<file path="src/rtl/tsb_ptr_pkg.sv">
package tsb_ptr_pkg;
   localparam int CTX_BITS   = 13;   // context number / page offset field
   localparam int SIZE_BITS  = 4;    // table size field
   localparam int CODE_BITS  = 3;    // page-size code
   localparam int SPLIT_POS  = 12;   // split flag position
   localparam int CODE1_LSB  = 8;    // secondary code field
   localparam int SHIFT_BITS = 6;    // enough for 3*7+9
   localparam int NUM_BASES  = 4;

   typedef logic [CODE_BITS-1:0] pg_code_t;
   typedef logic [SIZE_BITS-1:0] tsize_t;

   typedef struct packed {
      logic     split;
      tsize_t   size;
      pg_code_t code;
      logic     idx;
   } sel_info_t;
endpackage

</file>
<file path="src/rtl/tsb_ptr_select.sv">
module tsb_ptr_select
   import tsb_ptr_pkg::*;
#(
   parameter int ADDR_W = 64
) (
   input  logic                          hyp_mode,
   input  logic                          pg_idx,
   input  logic [ADDR_W-1:0]             tag_access,
   input  logic [ADDR_W-1:0]             legacy_tsb,
   input  logic [NUM_BASES-1:0][ADDR_W-1:0] bases,
   input  logic [ADDR_W-1:0]             cfg_zero,
   input  logic [ADDR_W-1:0]             cfg_nonzero,
   output logic [ADDR_W-1:0]             sel_reg,
   output sel_info_t                     sel_info
);
   localparam int BANK_W = $clog2(NUM_BASES);

   logic                  ctx_nz;
   logic [BANK_W-1:0]     bank_sel;
   logic [ADDR_W-1:0]     cfg_word;
   logic [ADDR_W-1:0]     hyp_reg;
   pg_code_t              hyp_code;
   logic [NUM_BASES-1:0]  bank_hit;
   logic [NUM_BASES-1:0][ADDR_W-1:0] bank_term;

   assign ctx_nz   = |tag_access[CTX_BITS-1:0];
   assign bank_sel = {ctx_nz, pg_idx};
   assign cfg_word = ctx_nz ? cfg_nonzero : cfg_zero;

   // one-hot AND-OR mux over the base bank
   generate
      for (genvar b = 0; b < NUM_BASES; b++) begin : g_bank
         assign bank_hit[b]  = (bank_sel == BANK_W'(b));
         assign bank_term[b] = bases[b] & {ADDR_W{bank_hit[b]}};
      end
   endgenerate

   always_comb begin
      hyp_reg = '0;
      for (int b = 0; b < NUM_BASES; b++) hyp_reg |= bank_term[b];
   end

   assign hyp_code = pg_idx ? cfg_word[CODE1_LSB +: CODE_BITS]
                            : cfg_word[CODE_BITS-1:0];

   always_comb begin
      if (hyp_mode) begin
         sel_reg       = hyp_reg;
         sel_info.code = hyp_code;
      end else begin
         sel_reg       = legacy_tsb;
         sel_info.code = pg_code_t'(pg_idx);
      end
      sel_info.idx   = pg_idx;
      sel_info.split = sel_reg[SPLIT_POS];
      sel_info.size  = sel_reg[SIZE_BITS-1:0];
   end
endmodule

</file>
<file path="src/rtl/tsb_ptr_compose.sv">
module tsb_ptr_compose
   import tsb_ptr_pkg::*;
#(
   parameter int ADDR_W = 64
) (
   input  logic [ADDR_W-1:0] tag_access,
   input  logic [ADDR_W-1:0] sel_reg,
   input  sel_info_t         sel_info,
   output logic [ADDR_W-1:0] ptr
);
   localparam logic [ADDR_W-1:0] HIGH_ONES = {{(ADDR_W-CTX_BITS){1'b1}}, {CTX_BITS{1'b0}}};
   localparam logic [ADDR_W-1:0] ALIGN_CLR = {{(ADDR_W-4){1'b1}}, 4'b0000};

   logic [SHIFT_BITS-1:0] shamt;
   logic [SHIFT_BITS-1:0] split_bit;
   logic [ADDR_W-1:0]     tbl_base;
   logic [ADDR_W-1:0]     va_page;
   logic [ADDR_W-1:0]     va_shift;
   logic [ADDR_W-1:0]     va_adj;
   logic [ADDR_W-1:0]     split_one;
   logic [ADDR_W-1:0]     size_mask;
   logic [ADDR_W-1:0]     mask;

   assign shamt     = SHIFT_BITS'(sel_info.code) * SHIFT_BITS'(3) + SHIFT_BITS'(9);
   assign split_bit = SHIFT_BITS'(CTX_BITS) + SHIFT_BITS'(sel_info.size);
   assign tbl_base  = sel_reg & HIGH_ONES;
   assign va_page   = tag_access & HIGH_ONES;
   assign va_shift  = va_page >> shamt;
   assign split_one = ADDR_W'(1) << split_bit;
   assign size_mask = HIGH_ONES << sel_info.size;

   always_comb begin
      if (sel_info.split) begin
         va_adj = sel_info.idx ? (va_shift | split_one) : (va_shift & ~split_one);
         mask   = size_mask << 1;
      end else begin
         va_adj = va_shift;
         mask   = size_mask;
      end
   end

   assign ptr = ((tbl_base & mask) | (va_adj & ~mask)) & ALIGN_CLR;
endmodule

</file>
<file path="src/rtl/tsb_ptr_outstage.sv">
module tsb_ptr_outstage #(
   parameter int ADDR_W     = 64,
   parameter bit REGISTERED = 1'b1
) (
   input  logic              clk,
   input  logic              rst_n,
   input  logic              req,
   input  logic [ADDR_W-1:0] ptr_in,
   output logic              ptr_valid,
   output logic [ADDR_W-1:0] ptr_out
);
   generate
      if (REGISTERED) begin : g_reg
         logic              vld_q;
         logic [ADDR_W-1:0] ptr_q;

         always_ff @(posedge clk or negedge rst_n) begin
            if (!rst_n) begin
               vld_q <= 1'b0;
               ptr_q <= '0;
            end else begin
               vld_q <= req;
               if (req) ptr_q <= ptr_in;
            end
         end
         assign ptr_valid = vld_q;
         assign ptr_out   = ptr_q;

         assert_valid_follows_req_R9: assert property (
            @(posedge clk) disable iff (!rst_n) req |=> ptr_valid);
         assert_valid_needs_req_R9: assert property (
            @(posedge clk) disable iff (!rst_n) !req |=> !ptr_valid);
         assert_ptr_held_R9: assert property (
            @(posedge clk) disable iff (!rst_n) !req |=> $stable(ptr_out));
      end else begin : g_comb
         assign ptr_valid = req;
         assign ptr_out   = ptr_in;
      end
   endgenerate

   assert_align_R8: assert property (
      @(posedge clk) disable iff (!rst_n) ptr_out[3:0] == 4'b0000);
endmodule

</file>
<file path="src/rtl/tsb_ptr_gen.sv">
module tsb_ptr_gen
   import tsb_ptr_pkg::*;
#(
   parameter int ADDR_W     = 64,
   parameter bit REGISTERED = 1'b1
) (
   input  logic              clk,
   input  logic              rst_n,
   input  logic              req,
   input  logic              hyp_mode,
   input  logic              pg_idx,
   input  logic [ADDR_W-1:0] tag_access,
   input  logic [ADDR_W-1:0] legacy_tsb,
   input  logic [ADDR_W-1:0] tsb_base0,
   input  logic [ADDR_W-1:0] tsb_base1,
   input  logic [ADDR_W-1:0] tsb_base2,
   input  logic [ADDR_W-1:0] tsb_base3,
   input  logic [ADDR_W-1:0] ctx_cfg_zero,
   input  logic [ADDR_W-1:0] ctx_cfg_nonzero,
   output logic              ptr_valid,
   output logic [ADDR_W-1:0] entry_ptr
);
   // widest region: 13 + 15 + 1 split bit, and a shift of up to 30
   localparam int MIN_W = CTX_BITS + (1 << SIZE_BITS) + 1 + 3 * ((1 << CODE_BITS) - 1);

   generate
      if (ADDR_W < MIN_W) begin : g_bad_width
         $error("tsb_ptr_gen: ADDR_W too small for the field layout");
      end
   endgenerate

   logic [NUM_BASES-1:0][ADDR_W-1:0] bases;
   logic [ADDR_W-1:0]                sel_reg;
   sel_info_t                        sel_info;
   logic [ADDR_W-1:0]                comb_ptr;

   assign bases = {tsb_base3, tsb_base2, tsb_base1, tsb_base0};

   tsb_ptr_select #(.ADDR_W(ADDR_W)) u_select (
      .hyp_mode    (hyp_mode),
      .pg_idx      (pg_idx),
      .tag_access  (tag_access),
      .legacy_tsb  (legacy_tsb),
      .bases       (bases),
      .cfg_zero    (ctx_cfg_zero),
      .cfg_nonzero (ctx_cfg_nonzero),
      .sel_reg     (sel_reg),
      .sel_info    (sel_info)
   );

   tsb_ptr_compose #(.ADDR_W(ADDR_W)) u_compose (
      .tag_access (tag_access),
      .sel_reg    (sel_reg),
      .sel_info   (sel_info),
      .ptr        (comb_ptr)
   );

   tsb_ptr_outstage #(.ADDR_W(ADDR_W), .REGISTERED(REGISTERED)) u_out (
      .clk       (clk),
      .rst_n     (rst_n),
      .req       (req),
      .ptr_in    (comb_ptr),
      .ptr_valid (ptr_valid),
      .ptr_out   (entry_ptr)
   );

   // selector output vs ports: legacy mode takes the legacy register
   assert_legacy_reg_R4: assert property (
      @(posedge clk) disable iff (!rst_n) (req && !hyp_mode) |-> (sel_reg == legacy_tsb));
   // split forces the bit just above the widened size region to the index
   assert_split_bit_R7: assert property (
      @(posedge clk) disable iff (!rst_n)
      (req && sel_info.split) |-> (comb_ptr[CTX_BITS + int'(sel_info.size)] == pg_idx));
   // nonzero context in hypervisor mode never draws on the zero-context bank
   assert_ctx_bank_R1: assert property (
      @(posedge clk) disable iff (!rst_n)
      (req && hyp_mode && (tag_access[CTX_BITS-1:0] != '0)) |->
      (sel_reg == (pg_idx ? tsb_base3 : tsb_base2)));
endmodule

</file>
<file path="config.mk">
export PLATFORM = sky130hd
export DESIGN_NAME = tsb_ptr_gen
export DESIGN_NICKNAME = d
export VERILOG_FILES = /design/src/rtl/tsb_ptr_pkg.sv /design/src/rtl/tsb_ptr_select.sv /design/src/rtl/tsb_ptr_compose.sv /design/src/rtl/tsb_ptr_outstage.sv /design/src/rtl/tsb_ptr_gen.sv
export SDC_FILE = /design/constraint.sdc
export NUM_CORES = 1
export LEC_CHECK = 0
export ABC_AREA = 1
export ABC_CLOCK_PERIOD_IN_PS = 1000
export BUFFER_PORTS_ARGS = -buffer_cell sky130_fd_sc_hd__buf_2
export CORE_AREA = 8 8 220 222
export DETAILED_ROUTE_END_ITERATION = 10
export DIE_AREA = 0 0 228 230
export GPL_TIMING_DRIVEN = 1
export PLACE_DENSITY = 0.47
export REMOVE_ABC_BUFFERS = 1
export SLEW_MARGIN = 20
export SYNTH_ARGS = -nofsm -noshare
export SYNTH_HDL_FRONTEND = slang
export SYNTH_HIERARCHICAL = 1
export SYNTH_SLANG_ARGS = --single-unit
</file>
<file path="constraint.sdc">
create_clock -name clk -period 1 [get_ports clk]
set_clock_uncertainty 0.1 [all_clocks]
set_input_delay 0 -clock clk [delete_from_list [all_inputs] [get_ports clk]]
set_output_delay 0 -clock clk [all_outputs]
set_load 0.01 [all_outputs]
</file>
==> results.yml <==
cts:
  cts_buffers: 9
  worstSkewPairLatency_ns: 0.34
  cts.clk_slew.worst_paths_ns: 0.06
  cts_tree: "done"
  clkSinkCount: 65
  cts.root.buffer_cell: "clkbuf_16"
  cts_max_level: 3
  clock_path_buffers: 2
routing:
  wl_mm: 53.0
  drt-pass1-iter-count: 7
  drc: 0
  antenna_left: 0
  post_drt_wl_per_cell_um: 19.1
  drt-initial-drc-count: 974
  vias_per_cell: 4.83
  num_vias: 13391
yosys:
  avgSynthCellArea_um2: 5.49
  synth_cells: 1658
  yosys_warnings: 6
  netlist_area_um2: 9100
sta:
  period_needed_ns: 2.86
  layout_setup_ws_ns: -1.86
  worst_pin_slew_ns: 0.680
  max_freq_ghz: 0.350
  hold_viol_final: 0
  rsz0062_at_grt: "yes"
  setup_viol: 66
  final-max-slew-violation-count: 0
  fin_setup_tns_ns: -70.19
  period_share_pct: 286
  slew_headroom_pct: 54.6
  holdWs_ns: 0.0248
global_routing:
  grt-ovfl-total: 0
  grt_max_degree: 86
  antenna_found_initial: 9
  grt_pass1_vias: 13107
  grt_usage_pct: 18.2
  grt_pass1_wl_mm: 76.2
setup_path:
  path_buf_inv: 6
  cp_max_fo: 10
  setup.worst_path.start_class: "input port"
  path_depth: 23
  reg2reg_to: "u_out/ptr_out[47]"
  worstPathCellList: "buf_6 -> or2_4 -> nor2_4 -> nand2_4 -> nor2_4 -> nand2_1 -> nand2_2 -> nor2_4 -> nor2_4 -> buf_6 -> inv_2 -> fa_2 -> buf_12 -> buf_16 -> buf_4 -> nand3_2 -> nand3_2 -> nand3_4 -> nand3_1 -> nand2_1 -> nand2_1 -> nand2_1 -> nand2_1"
  max_stage_delay_ns: 0.65
  worstSetupPathType: "in2reg"
  required_ns: 1.19
  slowest_stage: "fa_2"
  r2r_start: "u_out/ptr_out[47]"
  cp_top_family: "simple AND/OR/NAND/NOR gates"
  endpoint_kind: "flip-flop"
  cp.arrival_ns: 3.05
  reg2reg_depth: 3
  timing.critical_path.mode_cell: "nand2_1"
  reg2reg_slack_ns: 0.09
placement:
  gp_congestion: 0.928
  dp_hpwl_mm: 39.3
  io_buffers: 425
  placed_area_um2: 12100
run_status:
  status: "finished, violations left"
  violations: "negative setup slack"
hold_path:
  hp-class: "in2reg"
  whs_endpoint: "u_out/ptr_out[43]"
  hp-start: "tsb_base3[43]"
  hold_depth: 7
floorplanning:
  start_util_pct: 20.3
  core_um2: 44900
  io_pins: 582
  die_y_um: 230
  die_w_um: 228
  dieArea_um2: 52400
  rows: 78
power_and_ir_drop:
  leakage_nw: 7.85
  power_density_nw_per_um2: 1050
  ir_drop_mv: 0.659
  power_mw: 16.0
final_layout:
  final_area_um2: 15200
  synthToLayoutAreaGrowth_pct: 67.2
  final_common_cell: "nand2_1"
  layout-drive-gt1-share_pct: 39.5
  layout_common_cells: "nand2_1, buf_2, nand3_1"
  fin_nets: 2685
flow_run:
  drv_cap: 0
-- how the worst max path moves through the flow --
stage | endpoint | slack, ns | start
final | u_out/ptr_out[23] | -1.86 | tag_access[0]
after global placement | u_out/ptr_out[24] | -2.26 | tag_access[1]
after floorplan | u_out/ptr_out[28] | -5.45 | tag_access[1]
after global routing | u_out/ptr_out[23] | -1.95 | tag_access[0]
after detailed placement | u_out/ptr_out[24] | -2.30 | tag_access[1]
after CTS | u_out/ptr_out[24] | -1.78 | tag_access[1]
-- flip-flops by register name (all words and copies together), names as in the netlist --
register,flops
u_out/ptr_out,64
u_out/ptr_valid,1
-- through the flow --
step / setup WS [ns] / cells / utilization [%]
5_1_grt: -1.95 / 2773 / 33.9
3_5_place_dp: -2.30 / 2635 / 26.9
3_3_place_gp: -2.26 / 2635 / 26.9
6_report: -1.86 / 2774 / 33.9
2_1_floorplan: -5.45 / 1481 / -
4_1_cts: -1.78 / 2713 / 30.3
-- power breakdown --
group          internal (mW)  switching [mW]  total (mW)
Combinational           4.39            5.32        9.71
Sequential              3.04           0.335        3.38
Clock                   1.67            1.24        2.92
Total                   9.11            6.89        16.0
-- layer usage --
metal / share of wire [%] / global-route usage, %
met2: 46 / 29.7
met3: 6.3 / 3.60
met1: 44 / 23.5
met4: 3.1 / 7.08
met5: 0.070 / 0
-- tightest hold or removal path, cell delays in order --
cell and delay (ns):
buf_2 0.08, nand3_1 0.07, nand2_1 0.06, nor2_1 0.04
nor2_1 0.08, nand2_1 0.06, nand2_1 0.05
-- final cells by class --
class                   count  area (um^2)
multi-input cells        1364         7200
clock inverters             3         17.5
repair buffers            671         5160
flip-flops and latches     65         1630
diodes                      6         15.0
clock buffers              13          240
inverters                  52          209
well taps                 600          751
fillers                  4987        29700
-- timing repair --
item / 4_1_cts / 5_1_grt
cloned: 10 / 11
gates resized for setup: 119 / 245
pin swaps: 24 / 87
hold endpoints to repair: 100 / 0
buffers inserted: 9 / 44
hold buffers: 43 / 0
endpoints found under the setup margin: 87 / 120
Note: power is estimated with default switching activity, not from simulation.
